===== src/rtl/sar_pkg.sv =====
package sar_pkg;

  typedef enum logic {
    PH_RISE = 1'b0,
    PH_FALL = 1'b1
  } bit_phase_e;

  // Map a short-cycle select onto a bit count; anything unusable gives full width.
  function automatic int res_decode(int sel, int width, int lo);
    return (sel >= lo && sel < width) ? sel : width;
  endfunction

endpackage


===== src/rtl/sar_start_det.sv =====
module sar_start_det (
  input  logic clk,
  input  logic rst_n,
  input  logic start_i,
  output logic fall_o
);

  logic start_q;

  always_ff @(posedge clk or negedge rst_n) begin
    if (!rst_n) start_q <= 1'b0;
    else        start_q <= start_i;
  end

  assign fall_o = start_q & ~start_i;

endmodule


===== src/rtl/sar_timer.sv =====
module sar_timer #(
  parameter int W       = 16,
  parameter int RSW     = 4,
  parameter int RES_MIN = 8,
  localparam int STEPW  = $clog2(W + 2)
) (
  input  logic             clk,
  input  logic             rst_n,
  input  logic             fall_i,
  input  logic [RSW-1:0]   res_sel_i,
  output logic             busy_o,
  output logic             cclk_o,
  output logic             init_o,
  output logic             edge_o,
  output logic [STEPW-1:0] step_o,
  output logic [STEPW-1:0] n_o
);
  import sar_pkg::*;

  logic             busy_q, busy_d;
  logic             cclk_q, cclk_d;
  bit_phase_e       ph_q, ph_d;
  logic [STEPW-1:0] step_q, step_d;
  logic [STEPW-1:0] n_q, n_d;
  logic             last_bit;

  assign init_o   = fall_i & ~busy_q;
  assign edge_o   = busy_q & (ph_q == PH_RISE);
  assign last_bit = (step_q == STEPW'(n_q + 1'b1));

  always_comb begin
    busy_d = busy_q;
    cclk_d = cclk_q;
    ph_d   = ph_q;
    step_d = step_q;
    n_d    = n_q;
    if (init_o) begin
      busy_d = 1'b1;
      cclk_d = 1'b0;
      ph_d   = PH_RISE;
      step_d = '0;
      n_d    = STEPW'(res_decode(int'(res_sel_i), W, RES_MIN));
    end else if (busy_q) begin
      if (ph_q == PH_RISE) begin
        cclk_d = 1'b1;
        ph_d   = PH_FALL;
        step_d = step_q + 1'b1;
      end else begin
        cclk_d = 1'b0;
        ph_d   = PH_RISE;
        if (last_bit) busy_d = 1'b0;
      end
    end
  end

  always_ff @(posedge clk or negedge rst_n) begin
    if (!rst_n) begin
      busy_q <= 1'b0;
      cclk_q <= 1'b0;
      ph_q   <= PH_RISE;
      step_q <= '0;
      n_q    <= STEPW'(W);
    end else begin
      busy_q <= busy_d;
      cclk_q <= cclk_d;
      ph_q   <= ph_d;
      step_q <= step_d;
      n_q    <= n_d;
    end
  end

  assign busy_o = busy_q;
  assign cclk_o = cclk_q;
  assign step_o = step_q;
  assign n_o    = n_q;

  // the conversion clock is held low whenever no conversion runs
  a_r5_clk_low_idle: assert property (@(posedge clk) disable iff (!rst_n)
    !busy_q |-> !cclk_q);

  // a conversion clock pulse only ever starts inside a conversion
  a_r3_pulse_in_busy: assert property (@(posedge clk) disable iff (!rst_n)
    $rose(cclk_q) |-> busy_q);

  // a trailing start edge in mid-conversion does not rewind the step count
  a_r8_no_restart: assert property (@(posedge clk) disable iff (!rst_n)
    (busy_q && fall_i && step_q != '0) |=> (step_q != '0));

  // the latched width is always a legal stop point
  a_r7_width_legal: assert property (@(posedge clk) disable iff (!rst_n)
    busy_q |-> (n_q >= STEPW'(RES_MIN) && n_q <= STEPW'(W)));

endmodule


===== src/rtl/sar_approx.sv =====
module sar_approx #(
  parameter int W      = 16,
  localparam int STEPW = $clog2(W + 2)
) (
  input  logic             clk,
  input  logic             rst_n,
  input  logic             init_i,
  input  logic             edge_i,
  input  logic [STEPW-1:0] step_i,
  input  logic [STEPW-1:0] n_i,
  input  logic             cmp_i,
  output logic [W-1:0]     sar_o
);

  localparam logic [W-1:0] TOP_BIT = {1'b1, {(W-1){1'b0}}};

  logic [W-1:0] sar_q, sar_d;
  logic [W-1:0] cur_mask;
  logic         sar_en;

  // One-hot position of the bit decided at this edge (valid for step_i >= 1)
  assign cur_mask = (step_i == '0) ? '0 : (TOP_BIT >> (step_i - 1'b1));
  assign sar_en   = init_i | edge_i;

  always_comb begin
    sar_d = sar_q;
    if (init_i) begin
      sar_d = '0;
    end else if (edge_i) begin
      if (step_i == '0) begin
        sar_d = TOP_BIT;
      end else begin
        sar_d = sar_q & ~cur_mask;
        if (cmp_i)        sar_d = sar_d | cur_mask;
        if (step_i < n_i) sar_d = sar_d | (cur_mask >> 1);
      end
    end
  end

  always_ff @(posedge clk or negedge rst_n) begin
    if (!rst_n)      sar_q <= '0;
    else if (sar_en) sar_q <= sar_d;
  end

  assign sar_o = sar_q;

  // each decision edge touches at most the settled bit and the new trial bit
  a_r4_two_bits_move: assert property (@(posedge clk) disable iff (!rst_n)
    (edge_i && step_i != '0) |=> ($countones(sar_q ^ $past(sar_q)) <= 2));

  // the first edge leaves exactly the top bit on trial
  a_r3_first_trial: assert property (@(posedge clk) disable iff (!rst_n)
    (edge_i && step_i == '0 && !init_i) |=> (sar_q == TOP_BIT));

endmodule


===== src/rtl/sar_seq.sv =====
module sar_seq #(
  parameter int W       = 16,
  parameter int RSW     = 4,
  parameter int RES_MIN = 8
) (
  input  logic           clk,
  input  logic           rst_n,
  input  logic           conv_start,
  input  logic [RSW-1:0] res_sel,
  input  logic           cmp_above,
  output logic           busy,
  output logic           conv_clk,
  output logic [W-1:0]   dac_word,
  output logic [W-1:0]   data_n,
  output logic [W-1:0]   data_ctc
);

  localparam int STEPW = $clog2(W + 2);

  logic             start_fall;
  logic             init_w, edge_w;
  logic [STEPW-1:0] step_w, n_w;
  logic [W-1:0]     sar_w;

  sar_start_det u_det (
    .clk     (clk),
    .rst_n   (rst_n),
    .start_i (conv_start),
    .fall_o  (start_fall)
  );

  sar_timer #(.W(W), .RSW(RSW), .RES_MIN(RES_MIN)) u_tmr (
    .clk       (clk),
    .rst_n     (rst_n),
    .fall_i    (start_fall),
    .res_sel_i (res_sel),
    .busy_o    (busy),
    .cclk_o    (conv_clk),
    .init_o    (init_w),
    .edge_o    (edge_w),
    .step_o    (step_w),
    .n_o       (n_w)
  );

  sar_approx #(.W(W)) u_reg (
    .clk    (clk),
    .rst_n  (rst_n),
    .init_i (init_w),
    .edge_i (edge_w),
    .step_i (step_w),
    .n_i    (n_w),
    .cmp_i  (cmp_above),
    .sar_o  (sar_w)
  );

  assign dac_word = sar_w;
  assign data_n   = ~sar_w;
  assign data_ctc = {sar_w[W-1], ~sar_w[W-2:0]};

  // an accepted trailing edge starts a conversion from a cleared word
  a_r2_start_clears: assert property (@(posedge clk) disable iff (!rst_n)
    (start_fall && !busy) |=> (busy && dac_word == '0));

  // the result is already settled in the cycle the flag drops
  a_r6_data_before_flag: assert property (@(posedge clk) disable iff (!rst_n)
    $fell(busy) |-> $stable(dac_word));

  // bits below the stop point are still clear at the end
  a_r7_low_bits_clear: assert property (@(posedge clk) disable iff (!rst_n)
    $fell(busy) |-> ((dac_word & ({W{1'b1}} >> n_w)) == '0));

endmodule


===== config.mk =====
export PLATFORM = sky130hd
export DESIGN_NAME = sar_seq
export DESIGN_NICKNAME = d
export VERILOG_FILES = /design/src/rtl/sar_pkg.sv /design/src/rtl/sar_start_det.sv /design/src/rtl/sar_timer.sv /design/src/rtl/sar_approx.sv /design/src/rtl/sar_seq.sv
export SDC_FILE = /design/constraint.sdc
export NUM_CORES = 1
export LEC_CHECK = 0
export CAP_MARGIN = 15
export CORE_AREA = 2 2 70 72
export CTS_CLUSTER_DIAMETER = 60
export DETAILED_ROUTE_END_ITERATION = 8
export DIE_AREA = 0 0 72 74
export GPL_TIMING_DRIVEN = 0
export PLACE_DENSITY = 0.77
export SETUP_SLACK_MARGIN = 0.4
export SKIP_LAST_GASP = 1
export SLEW_MARGIN = 30
export SYNTH_ARGS = -nofsm -noshare
export SYNTH_HDL_FRONTEND = slang
export SYNTH_HIERARCHICAL = 1
export SYNTH_SLANG_ARGS = --single-unit

===== constraint.sdc =====
create_clock -name clk -period 2.2 [get_ports clk]
set_input_delay 0.44 -clock clk [delete_from_list [all_inputs] [get_ports clk]]
set_output_delay 0.44 -clock clk [all_outputs]
set_load 0.01 [all_outputs]

==> results.sh <==
export IMPL_status="finished clean"
export IMPL_syn_num_nets=244
export IMPL_io_pins=58
export IMPL_p_per_area_nw_per_um2=1621
export IMPL_clock_sinks=29
export IMPL_crit_fanout=3
export IMPL_totalWireLength_um=5200
export IMPL_ant_nets=0
export IMPL_ys_flop_type="dfrtp_1"
export IMPL_post_route_util=0.6438
export IMPL_yosys_register_bits=29
export IMPL_clock_latency_ps=290
export IMPL_core_sq_um=4598
export IMPL_areaGrowthSynthToFinish_pct=41.17
export IMPL_seqCellArea_sq_um=730.7
export IMPL_ctsLongestPathBuffers=2
export IMPL_synth_edf_count=0
export IMPL_pre_cts_slack_ps=-150.0
export IMPL_via_per_inst=5.442
export IMPL_min_path_type="in -> async"
export IMPL_die_area_sq_um=5328
export IMPL_hold_ws_ps=175.8
export IMPL_synth_seq_area_share=0.3467
export IMPL_h_tree_depth=2
export IMPL_period_minus_slack_ps=1810
export IMPL_setup_viol=0
export IMPL_drc=0
export IMPL_start_kind="flop"
export IMPL_vias=1970
export IMPL_fill_cells=414
export IMPL_slew_viol_final=0
export IMPL_antenna_cells=0
export IMPL_syn_avg_cell_area_sq_um=9.117
export IMPL_grt_pass1_wl_um=8349
export IMPL_critPathKind="reg -> reg"
export IMPL_wl_per_cell_um=14.36
export IMPL_yosysUniqueCellTypes=58
export IMPL_critPathCaptureType="flop"
export IMPL_final_cell_mix="clkdlybuf4s50_1, buf_4, dfrtp_1"
export IMPL_tightestPinTransition_ps=640.6
export IMPL_grt_pass1_vias=1806
export IMPL_die_w_um=72
export IMPL_rsz0062_at_grt="true"
export IMPL_grt_overflow=0
export IMPL_drtIter0Drc=76
export IMPL_nNetsFinal=321
export IMPL_postSynthCellCount=230
export IMPL_root_buffer="clkbuf_8"
export IMPL_placed_area_sq_um=2731
export IMPL_cts_hold_fix_buffers=0
export IMPL_multi_input_area_sq_um=1126
export IMPL_grt_max_degree=30
export IMPL_grt_usage=0.2035
export IMPL_drive_gt1_frac=0.2370
export IMPL_numCtsBuffers=5
export IMPL_maxSlewHeadroom=0.5730
export IMPL_cp_arrival_ps=2010
export IMPL_initial_core_util=0.4561
export IMPL_rows=25
export IMPL_ir_drop_mv=0.7901
export IMPL_final_common_cell="clkdlybuf4s50_1"
export IMPL_synth_area_sq_um=2097
export IMPL_max_cap_violations=0
export IMPL_die_h_um=74
export IMPL_finalHoldViolCount=0
export IMPL_fmax_ghz=0.5524
export IMPL_gp_congestion=0.9259
export IMPL_clk_pin_slew_ps=60
export IMPL_synthArstFlopShare=1.000
export IMPL_yosys_warnings=6
export IMPL_hpwlAfterDp_um=3729
export IMPL_antenna_found_initial=0
export IMPL_place_port_buffers=57
export IMPL_final_setup_worst_slack_ps=389.7
export IMPL_firstDrtPassIters=4
export IMPL_period_share=0.8229
export IMPL_stdcell_area_sq_um=2960
export IMPL_crit_required_ps=2400
export IMPL_cts_tree="done"
export IMPL_finClkSkew_ps=8.992
export IMPL_p_leak_uw=0.001310
## timing repair
item                                    CTS  global route
gates resized for setup                  25             7
endpoints found under the setup margin   30            16
pin swaps                                 5             5
buffers inserted                          8             5
cloned                                    0             0
## cells by family (layout without fill, tap and decap cells)
family	count (synthesis)	after routing	synth area share
AO/OA/AOI/OAI	41	41	0.1528
XOR/XNOR	10	10	0.04176
adder cells (fa/ha/maj)	6	6	0.03580
buffers and inverters	52	130	0.1408
flip-flops	29	29	0.3467
multiplexers	8	8	0.04773
AND/OR/NAND/NOR	84	84	0.2345
## synthesized netlist by cell type, types with 2 or more instances
| cell | count | area [sq um] |
|---|---|---|
| nor4_1 | 2 | 12.51 |
| o211ai_1 | 10 | 75.07 |
| o21ai_1 | 2 | 10.01 |
| ha_1 | 6 | 75.07 |
| inv_1 | 24 | 90.09 |
| dfrtp_1 | 28 | 700.7 |
| nand2b_1 | 8 | 50.05 |
| and3_1 | 2 | 12.51 |
| o21ai_0 | 3 | 15.01 |
| o311ai_1 | 3 | 26.28 |
| nand3_1 | 16 | 80.08 |
| o32ai_1 | 3 | 26.28 |
| buf_4 | 17 | 127.6 |
| nor2_1 | 6 | 22.52 |
| xnor2_1 | 6 | 52.55 |
| xor2_1 | 4 | 35.03 |
| o22ai_1 | 3 | 18.77 |
| or2_1 | 2 | 12.51 |
| clkbuf_1 | 2 | 7.510 |
| nor3_1 | 3 | 15.01 |
| nand4_1 | 4 | 25.02 |
| nor2b_1 | 7 | 43.79 |
| mux2i_1 | 4 | 40.04 |
| a21oi_1 | 3 | 15.01 |
| nand2_1 | 21 | 78.83 |
| buf_2 | 6 | 30.03 |
| o21ai_2 | 2 | 17.52 |
| nor2_2 | 2 | 12.51 |
| and2_1 | 2 | 12.51 |
## path summary, 6_finish.rpt
path                              endpoint  slack (ps)      startpoint  cells past startpoint
min in group clk             u_det/start_q         460      conv_start                      1
hold / removal              u_reg/sar_o[2]         180           rst_n                      1
hold reg to reg             u_reg/sar_o[3]         530  u_reg/sar_o[3]                      2
setup / recovery            u_reg/sar_o[6]         390    u_tmr/n_o[4]                      6
max in group asynchronous  u_tmr/step_o[2]        1570           rst_n                      1
setup reg to reg            u_reg/sar_o[6]         390    u_tmr/n_o[4]                      6
## state kept, by name (all words and copies together), names as in the netlist
signal	count
u_det/start_q	1
u_reg/sar_o	16
u_tmr/busy_o	1
u_tmr/n_o	5
u_tmr/ph_q	1
u_tmr/step_o	5
## layout make-up
type	instances	share of cell area
Sequential cell	29	0.2468
Buffer	27	0.06805
Multi-Input combinational cell	149	0.3804
Tap cell	54	0.02282
Timing Repair Buffer	70	0.2181
Clock buffer	8	0.03043
Inverter	25	0.03339
## critical path, stage by stage, from the launching register on
cell,delay [ps]
dfstp_2,540
inv_2,50
ha_4,150
or3b_4,410
nor4b_4,260
o21ai_2,120
o211ai_1,190
## layer usage
layer	routed length, um	GRT usage	vias up
met5	0	0	-
met4	96	0.09015	0
met2	2762	0.3868	66
met1	2063	0.2208	956
met3	277	0.03794	11
li1	-	-	937
## per-stage QoR
stage / power, uW / instances / TNS (ps)
6_report: 4799 / 362 / 0
5_1_grt: 5151 / 362 / 0
4_1_cts: 4642 / 357 / 0
3_5_place_dp: 4082 / 341 / -1179
3_3_place_gp: 4000 / 341 / -1052
2_1_floorplan: 2925 / 230 / 0
## power breakdown
part | leakage, uW | internal (uW) | switching, uW
Sequential | 0.000355 | 779 | 236
Combinational | 0.000909 | 1700 | 1620
Clock | 0.0000455 | 255 | 206
Note: power is estimated with default switching activity, not from simulation.
